$ cat config.mk
export PLATFORM = sky130hd
export DESIGN_NAME = sdec_top
export DESIGN_NICKNAME = d
export VERILOG_FILES = /design/src/rtl/sdec_pkg.sv /design/src/rtl/sdec_lanes.sv /design/src/rtl/sdec_space.sv /design/src/rtl/sdec_regs.sv /design/src/rtl/sdec_top.sv
export SDC_FILE = /design/constraint.sdc
export NUM_CORES = 1
export LEC_CHECK = 0
export ABC_CLOCK_PERIOD_IN_PS = 2380
export BUFFER_PORTS_ARGS = -buffer_cell sky130_fd_sc_hd__buf_2
export CAP_MARGIN = 10
export CELL_PAD_IN_SITES_DETAIL_PLACEMENT = 1
export CELL_PAD_IN_SITES_GLOBAL_PLACEMENT = 2
export CORE_UTILIZATION = 28
export DETAILED_ROUTE_END_ITERATION = 8
export HOLD_SLACK_MARGIN = 0.1
export PLACE_DENSITY = 0.87
export SKIP_CTS_REPAIR_TIMING = 1
export SYNTH_ARGS = -nofsm -noshare
export SYNTH_HDL_FRONTEND = slang
export SYNTH_SLANG_ARGS = --single-unit
$ cat constraint.sdc
create_clock -name clk -period 2.38 [get_ports clk]
set_clock_uncertainty 0.2 [all_clocks]
set_input_delay 0.238 -clock clk [delete_from_list [all_inputs] [get_ports clk]]
set_output_delay 0.238 -clock clk [all_outputs]
set_load 0.05 [all_outputs]
$ cat src/rtl/sdec_pkg.sv
package sdec_pkg;

    localparam logic [1:0] SZ_LONG = 2'b00;
    localparam logic [1:0] SZ_BYTE = 2'b01;
    localparam logic [1:0] SZ_WORD = 2'b10;

    localparam logic [2:0] FC_USR_DATA = 3'd1;
    localparam logic [2:0] FC_USR_PROG = 3'd2;
    localparam logic [2:0] FC_SUP_DATA = 3'd5;
    localparam logic [2:0] FC_SUP_PROG = 3'd6;

    // expand byte-lane enables into a bit mask over the data word
    function automatic logic [31:0] lane_bits(input logic [3:0] lanes);
        logic [31:0] m;
        for (int k = 0; k < 4; k++) begin
            m[8*k +: 8] = {8{lanes[k]}};
        end
        return m;
    endfunction

endpackage

$ cat src/rtl/sdec_lanes.sv
module sdec_lanes
    import sdec_pkg::*;
(
    input  logic [1:0] size,
    input  logic [1:0] addr_lo,
    output logic [3:0] lanes,
    output logic       size_ok
);

    always_comb begin
        lanes   = 4'b0000;
        size_ok = 1'b1;
        case (size)
            SZ_LONG: lanes = 4'b1111;
            SZ_BYTE: lanes = 4'b0001 << addr_lo;
            SZ_WORD: lanes = addr_lo[1] ? 4'b1100 : 4'b0011;
            default: size_ok = 1'b0;
        endcase
    end

endmodule

$ cat src/rtl/sdec_space.sv
module sdec_space
    import sdec_pkg::*;
(
    input  logic [2:0] fc,
    input  logic [1:0] mode,
    output logic       allow
);

    logic is_user;
    logic is_sup;
    logic is_prog;

    always_comb begin
        is_user = (fc == FC_USR_DATA) || (fc == FC_USR_PROG);
        is_sup  = (fc == FC_SUP_DATA) || (fc == FC_SUP_PROG);
        is_prog = (fc == FC_USR_PROG) || (fc == FC_SUP_PROG);
        // mode[1]: supervisor only, mode[0]: program only
        allow   = (is_user || is_sup)
                  && !(mode[1] && !is_sup)
                  && !(mode[0] && !is_prog);
    end

endmodule

$ cat src/rtl/sdec_regs.sv
module sdec_regs
    import sdec_pkg::*;
#(
    parameter int ADDR_W     = 32,
    parameter int ARRAY_BITS = 13,
    localparam int BASE_W    = ADDR_W - ARRAY_BITS
) (
    input  logic              clk,
    input  logic              mrst_n,
    input  logic              wr_en,
    input  logic              word_sel,
    input  logic [3:0]        lanes,
    input  logic [31:0]       wdata,
    output logic [1:0]        mode,
    output logic [BASE_W-1:0] base,
    output logic [31:0]       rd_word
);

    typedef struct packed {
        logic [1:0]        mode;
        logic [BASE_W-1:0] base;
    } cfg_t;

    cfg_t              cfg_d, cfg_q;
    logic [31:0]       cfg_word;
    logic [31:0]       base_word;
    logic [31:0]       mask;
    logic [31:0]       merged;
    logic [ADDR_W-1:0] merged_a;

    always_comb begin
        cfg_word  = {30'b0, cfg_q.mode};
        base_word = 32'({cfg_q.base, {ARRAY_BITS{1'b0}}});
        rd_word   = word_sel ? base_word : cfg_word;
        mask      = lane_bits(lanes);
        merged    = (rd_word & ~mask) | (wdata & mask);
        merged_a  = ADDR_W'(merged);
        cfg_d     = cfg_q;
        if (wr_en) begin
            if (word_sel) begin
                cfg_d.base = merged_a[ADDR_W-1:ARRAY_BITS];
            end else begin
                cfg_d.mode = merged[1:0];
            end
        end
    end

    always_ff @(posedge clk or negedge mrst_n) begin
        if (!mrst_n) begin
            cfg_q <= '0;
        end else begin
            cfg_q <= cfg_d;
        end
    end

    assign mode = cfg_q.mode;
    assign base = cfg_q.base;

endmodule

$ cat src/rtl/sdec_top.sv
module sdec_top
    import sdec_pkg::*;
#(
    parameter int              ADDR_W     = 32,
    parameter int              ARRAY_BITS = 13,
    parameter int              IMPL_BYTES = 7168,
    parameter logic [ADDR_W-1:0] REG_BASE = 32'hFFFF_F040
) (
    input  logic                  clk,
    input  logic                  mrst_n,
    input  logic                  bus_valid,
    input  logic [ADDR_W-1:0]     bus_addr,
    input  logic [1:0]            bus_size,
    input  logic                  bus_wr,
    input  logic [2:0]            bus_fc,
    input  logic [31:0]           bus_wdata,
    output logic                  arr_sel,
    output logic [3:0]            arr_lanes,
    output logic [ARRAY_BITS-1:0] arr_offset,
    output logic                  reg_sel,
    output logic [31:0]           rd_data
);

    localparam int BASE_W = ADDR_W - ARRAY_BITS;
    localparam logic [ARRAY_BITS:0] IMPL_LIM = (ARRAY_BITS + 1)'(IMPL_BYTES);

    typedef struct packed {
        logic                  arr;
        logic                  rg;
        logic [3:0]            lanes;
        logic [ARRAY_BITS-1:0] off;
        logic [31:0]           rd;
    } out_t;

    out_t              out_d, out_q;
    logic [3:0]        lanes;
    logic              size_ok;
    logic              allow;
    logic [1:0]        cfg_mode;
    logic [BASE_W-1:0] cfg_base;
    logic [31:0]       rd_word;
    logic              reg_hit;
    logic              win_hit;
    logic              impl_hit;
    logic              reg_acc;
    logic              arr_acc;
    logic              reg_wr;

    sdec_lanes u_lanes (
        .size    (bus_size),
        .addr_lo (bus_addr[1:0]),
        .lanes   (lanes),
        .size_ok (size_ok)
    );

    sdec_space u_space (
        .fc    (bus_fc),
        .mode  (cfg_mode),
        .allow (allow)
    );

    sdec_regs #(
        .ADDR_W     (ADDR_W),
        .ARRAY_BITS (ARRAY_BITS)
    ) u_regs (
        .clk      (clk),
        .mrst_n   (mrst_n),
        .wr_en    (reg_wr),
        .word_sel (bus_addr[2]),
        .lanes    (lanes),
        .wdata    (bus_wdata),
        .mode     (cfg_mode),
        .base     (cfg_base),
        .rd_word  (rd_word)
    );

    always_comb begin
        reg_hit  = bus_addr[ADDR_W-1:3] == REG_BASE[ADDR_W-1:3];
        win_hit  = bus_addr[ADDR_W-1:ARRAY_BITS] == cfg_base;
        impl_hit = {1'b0, bus_addr[ARRAY_BITS-1:0]} < IMPL_LIM;
        reg_acc  = bus_valid && size_ok && reg_hit && (bus_fc == FC_SUP_DATA);
        arr_acc  = bus_valid && size_ok && win_hit && impl_hit && !reg_hit && allow;
        reg_wr   = reg_acc && bus_wr;

        out_d       = '0;
        out_d.arr   = arr_acc;
        out_d.rg    = reg_acc;
        out_d.lanes = (arr_acc || reg_acc) ? lanes : 4'b0000;
        out_d.off   = arr_acc ? bus_addr[ARRAY_BITS-1:0] : '0;
        out_d.rd    = (reg_acc && !bus_wr) ? (rd_word & lane_bits(lanes)) : 32'b0;
    end

    always_ff @(posedge clk or negedge mrst_n) begin
        if (!mrst_n) begin
            out_q <= '0;
        end else begin
            out_q <= out_d;
        end
    end

    assign arr_sel    = out_q.arr;
    assign reg_sel    = out_q.rg;
    assign arr_lanes  = out_q.lanes;
    assign arr_offset = out_q.off;
    assign rd_data    = out_q.rd;

endmodule

==> metrics.yaml, run 1 <==
grt:
  gr-usage-met3: 0.0468
  grt_overflow: 0
  grt_pass1_wl_mm: 10.7
  grt_max_degree: 35
  grt_use_met2: 0.247
  antenna_found_initial: 0
  grt.busiest_layer: "met2"
  grt_use_total: 0.148
  grt_util_met1: 0.182
  grt_pass1_vias: 2067
synthesis:
  synthTopCellsByArea: "dfrtp_1 58%, mux2_2 8.1%, and2_1 8.1%"
  ys_async_sr_fraction: 1.00
  syn_inst: 201
  synth_area_mm2: 0.00263
  synth_edf_count: 0
  ys_ff_latch: 61
  synth_cell_type_count: 40
  syn_avg_cell_area_um2: 13.1
  synth_top_area_share: 0.580
  ys_warn_count: 0
  seq_area_frac_synth: 0.580
  synth_top_cell_by_area: "dfrtp_1"
  synth_top_flop_cell: "dfrtp_1"
worst_hold_path:
  hold_end: "arr_lanes[3]"
  hold_path_depth: 3
  hold_path_class: "input pin to register"
  min_from: "bus_size[1]"
die:
  die_area_mm2: 0.00980
  num_rows: 35
  die_x_um: 99.0
  chipHeight_um: 99.0
  core-area_mm2: 0.00920
  pin_count: 124
  start_util: 0.286
timing:
  fin_crit_ps: 2190
  finalMaxSlewViolations: 0
  worstMarginPinSlew_ps: 661
  whs_ps: 118
  fin_crit_sh: 0.920
  finalSetupViolCount: 0
  timing.final.ws_setup_ps: 190
  slew_headroom: 0.560
  fmaxAchievable_mhz: 457
  rsz0062_at_grt: "false"
  hold_violations: 0
setup_path:
  cp-start-kind: "input pin"
  timing_worst_setup_path_type: "input pin to register"
  end_kind: "register"
  required_ps: 2390
  cp.arrival_ps: 2200
  r2r-end: "arr_lanes[1]"
  r2r_slack_ps: 270
  crit_fanout: 3
  r2r_cells: 6
  r2r_start: "u_regs.base[1]"
detailed_routing:
  vias: 2081
  drt-total-wl_mm: 7.42
  ant_nets: 0
  route.detailed.drc: 0
  drt-initial-drc-count: 39
  viasPerCell: 4.37
  wl_per_cell_um: 15.6
  firstDrtPassIters: 4
cells_and_area:
  area_growth_syn_to_layout_pct: 50.5
  seq_area_mm2: 0.00153
  drive_above_1_share: 0.436
  num-fill-cells: 1022
  antenna_cells: 0
  multiInputGateArea_mm2: 0.00104
  fin_nets: 433
  final_cells: 476
placement:
  portBuffers: 101
  gp_congestion: 0.776
  preCtsSetupSlack_ps: -16.6
  place_inst: 424
  dp_hpwl_mm: 5.44
clock_tree:
  h-tree-depth: 3
  cts_tree: "built"
  clk_pin_slew_ps: 60
  clockRootBuffer: "clkbuf_8"
  clock_latency_ps: 330
  cts.sinks: 61
  clock_path_buffers: 2
  cts_buffers: 9
power:
  p_per_area_mw_per_mm2: 601
  max-vdd-ir-drop_uv: 254
  total_power_uw: 2380
  leakage_uw: 0.00211
flow_run:
  drv_cap: 0
status:
  outcome: "finished, final reports clean"
## state kept, by name, summed over array words and instances (netlist names)
| register | cells |
|---|---|
| arr_lanes | 4 |
| arr_sel | 1 |
| rd_data | 21 |
| u_regs.base | 19 |
| reg_sel | 1 |
| u_regs.mode | 2 |
| arr_offset | 13 |
## critical path: stages
cell,delay [ps]
dlygate4sd3_1,540
buf_2,130
nor2_1,70
and4_1,260
nand3_4,90
or4b_4,550
mux2_4,310
## metrics by stage
stage | setup TNS (ps) | utilization | area, um^2
finish | 0 | 0.431 | 3960
global route | 0 | 0.431 | 3960
CTS | 0 | 0.392 | 3600
detailed placement | -46.4 | 0.366 | 3360
global placement | 0 | 0.366 | 3360
floorplan | 0 | - | 2670
## cells by family after synthesis
family / share of synthesized area
other: 0.00142
flip-flops: 0.580
AND/OR/NAND/NOR: 0.182
AO/OA/AOI/OAI: 0.0423
buffers and inverters: 0.0390
multiplexers: 0.0926
XOR/XNOR: 0.0632
## report_power, final
group          total, uW  switching [uW]  internal (uW)
Clock               1120             394            724
Combinational        229             127            101
Sequential          1040       0.0000262           1040
Total               2380             521           1860
## layer usage
layer / vias to the layer above / part of all wire
met5: - / 0
met4: 0 / 0.015
met3: 10 / 0.049
met2: 79 / 0.52
met1: 1001 / 0.41
li1: 991 / -
## how the worst max path moves through the flow
stage | startpoint | depth (start not counted) | slack (ps) | end
floorplan | bus_addr[8] | 5 | 320 | u_regs.mode[0]
global placement | bus_addr[3] | 8 | 5 | u_regs.base[2]
detailed placement | bus_addr[3] | 8 | -20 | u_regs.base[2]
CTS | u_regs.base[1] | 6 | 270 | arr_offset[0]
global route | bus_addr[9] | 9 | 100 | u_regs.base[2]
finish | bus_addr[9] | 7 | 190 | u_regs.mode[1]
## cell type report
cell class | count | share of cell area
flip-flops and latches | 61 | 0.385
multi-input cells | 134 | 0.263
repair buffers | 150 | 0.253
clock buffers | 12 | 0.0366
well taps | 111 | 0.0350
clock inverters | 4 | 0.0240
inverters | 4 | 0.00379
## placed cells by master (no fill, tap or decap), types with 3 or more instances in the layout
cell and instances:
and2_1 34, buf_12 3, buf_2 101, buf_4 10, bufinv_16 3, clkbuf_8 10
conb_1 11, dfrtp_1 61, dlygate4sd3_1 36, inv_1 4, mux2_2 19, nand4_1 6
nor2_1 4, nor3_1 3, nor4_1 3, xnor2_1 9, xor2_1 10
## Yosys cell counts (all sizes together) (2+ instances only)
master / n
dfrtp: 61
and2: 34
mux2: 21
buf: 12
xor2: 10
xnor2: 9
nand4: 7
nor2: 5
nor4: 5
inv: 4
nor3: 4
a21boi: 2
a21oi: 2
and4: 2
nand2b: 2
nand3: 2
nor4b: 2
o21ai: 2
o21ba: 2
Power figures use the tool's default switching activity.
==> run 2: changes to the inputs <==
--- a/config.mk
+++ b/config.mk
@@ -5,16 +5,18 @@
 export SDC_FILE = /design/constraint.sdc
 export NUM_CORES = 1
 export LEC_CHECK = 0
-export ABC_CLOCK_PERIOD_IN_PS = 2380
+export ABC_CLOCK_PERIOD_IN_PS = 1800
 export BUFFER_PORTS_ARGS = -buffer_cell sky130_fd_sc_hd__buf_2
 export CAP_MARGIN = 10
 export CELL_PAD_IN_SITES_DETAIL_PLACEMENT = 1
 export CELL_PAD_IN_SITES_GLOBAL_PLACEMENT = 2
-export CORE_UTILIZATION = 28
+export CORE_ASPECT_RATIO = 1.25
+export CORE_UTILIZATION = 26
 export DETAILED_ROUTE_END_ITERATION = 8
 export HOLD_SLACK_MARGIN = 0.1
-export PLACE_DENSITY = 0.87
+export PLACE_DENSITY = 0.85
 export SKIP_CTS_REPAIR_TIMING = 1
+export SLEW_MARGIN = 0
 export SYNTH_ARGS = -nofsm -noshare
 export SYNTH_HDL_FRONTEND = slang
 export SYNTH_SLANG_ARGS = --single-unit
==> constraint.sdc (replaced) <==
create_clock -name clk -period 1.8 [get_ports clk]
set_clock_uncertainty 0.2 [all_clocks]
set_input_delay 0.18 -clock clk [delete_from_list [all_inputs] [get_ports clk]]
set_output_delay 0.18 -clock clk [all_outputs]
set_load 0.05 [all_outputs]
==> run 2 against run 1 <==
The run now ends with setup timing left. Global-route usage up 0.52 points. Clock-buffer cell count fell by 3. Die area up 7.6%. Worst hold slack improved by 49 ps. Combinational power is 62% higher. Critical path depth is 1 lower. Clock power up 52%. Power up 44%.
==> metrics.yaml, run 2 (synthesis results as in run 1) <==
flow_run:
  drv_cap: 0  # unchanged
setup_path:
  cp-start-kind: "register"
  cp.arrival_ps: 2050  # -150 ps
  crit_fanout: 18  # +15
  end_kind: "register"
  r2r_cells: 6  # unchanged
  required_ps: 1860  # -530 ps
  timing_worst_setup_path_type: "register to register"
cells_and_area:
  num-fill-cells: 1066  # +4.3%
  final_cell_mix: "91 x buf_2, 61 x dfrtp_1, 41 x buf_4"
  multiInputGateArea_mm2: 0.00118  # +13%
  antenna_cells: 0  # unchanged
  area_growth_syn_to_layout_pct: 69.5
  fin_nets: 463  # +6.9%
  seq_area_mm2: 0.00153  # unchanged
  drive_above_1_share: 0.514  # +0.0783
  largest_reg_flops: 21  # unchanged
  final_cells: 521  # +9.5%
  final_common_cell: "buf_2"
status:
  failed_checks: "setup timing"
  outcome: "finished, violations left"
timing:
  fmaxAchievable_mhz: 502
  rsz0062_at_grt: "true"
  finalSetupViolCount: 19  # +19
  timing.final.ws_setup_ps: -194  # -384 ps
  finalMaxSlewViolations: 0  # unchanged
  fin_crit_ps: 1990
  fin_crit_sh: 1.11
  whs_ps: 168  # +49.5 ps
  hold_violations: 0  # unchanged
  worstMarginPinSlew_ps: 558  # -102 ps
  slew_headroom: 0.626  # +0.0667
grt:
  grt_pass1_vias: 2301  # +11%
  grt_use_total: 0.153  # +0.00518
  grt_max_degree: 62  # +77%
  grt_pass1_wl_mm: 11.8  # +10%
  antenna_found_initial: 0  # unchanged
  grt_overflow: 0  # unchanged
clock_tree:
  cts_tree: "built"
  h-tree-depth: 3  # unchanged
  clockRootBuffer: "clkbuf_16"
  cts_buffers: 9  # unchanged
  clock_latency_ps: 330  # about the same
  cts.sinks: 61  # unchanged
  clk_pin_slew_ps: 60  # about the same
  clock_path_buffers: 2  # unchanged
die:
  die_x_um: 92.0  # -7.0%
  die_area_mm2: 0.0105  # +7.6%
  core-area_mm2: 0.00971  # +5.6%
  chipHeight_um: 115  # +16%
  num_rows: 40  # +14%
  pin_count: 124  # unchanged
  start_util: 0.271  # -0.0151
placement:
  dp_hpwl_mm: 5.90  # +8.5%
  place_inst: 468  # +10%
  gp_congestion: 0.753  # -3.0%
  portBuffers: 101  # unchanged
detailed_routing:
  ant_nets: 0  # unchanged
  viasPerCell: 4.22  # -3.4%
  drt-initial-drc-count: 62  # +59%
  vias: 2200  # +5.7%
  firstDrtPassIters: 4  # unchanged
  route.detailed.drc: 0  # unchanged
  drt-total-wl_mm: 7.95  # +7.1%
  wl_per_cell_um: 15.3  # -2.1%
worst_hold_path:
  hold_path_depth: 4  # +1
  hold_path_class: "input pin to register"
power:
  leakage_uw: 0.00235  # +11%
  p_per_area_mw_per_mm2: 770  # +28%
  max-vdd-ir-drop_uv: 483  # +90%
-- run 2: worst max-delay path: stages (launching register included) --
cell and delay, ps:
dfrtp_1 420, xnor2_2 180, nand4_1 110, a211o_2 340
nor4_4 330, buf_12 190, and2_1 150
-- run 2: area by class of cell --
cell class              instances  area share
multi-input cells             134       0.263
flip-flops and latches         61       0.342
clock buffers                   9      0.0504
well taps                     126      0.0353
repair buffers                180       0.289
clock inverters                 7      0.0168
inverters                       4     0.00336
-- run 2: power by group --
group	internal (uW)	switching, uW
combinational	189	183
clock	1070	622
sequential	1370	0.0000362
-- run 2: metal layers --
metal,vias to the layer above,track usage,part of all wire,routed length (um)
li1,1049,-,-,-
met1,1076,0.156,0.37,2960
met2,69,0.282,0.57,4500
met3,6,0.0518,0.051,403
met4,0,0.0677,0.011,88
met5,-,0,0,0
-- run 2: path summary, 6_finish.rpt --
check / from / slack (ps) / to
max: u_regs.base[11] / -190 / arr_offset[8]
min: bus_size[1] / 170 / arr_lanes[1]
max reg2reg: u_regs.base[11] / -190 / arr_offset[8]
min reg2reg: u_regs.base[12] / 320 / rd_data[25]
max in group asynchronous: mrst_n / 930 / rd_data[30]
min in group asynchronous: mrst_n / 190 / arr_offset[4]
-- run 2: per-stage QoR --
| step | setup slack (ps) | utilization | area (um^2) | setup TNS, ps | total power, uW |
|---|---|---|---|---|---|
| floorplan | -190 | - | 2710 | -1230 | 1520 |
| global placement | -463 | 0.374 | 3630 | -16440 | 1680 |
| detailed placement | -525 | 0.374 | 3630 | -19140 | 1690 |
| CTS | -250 | 0.405 | 3930 | -6870 | 3410 |
| global route | -275 | 0.460 | 4460 | -4780 | 3610 |
| finish | -194 | 0.460 | 4460 | -2920 | 3440 |
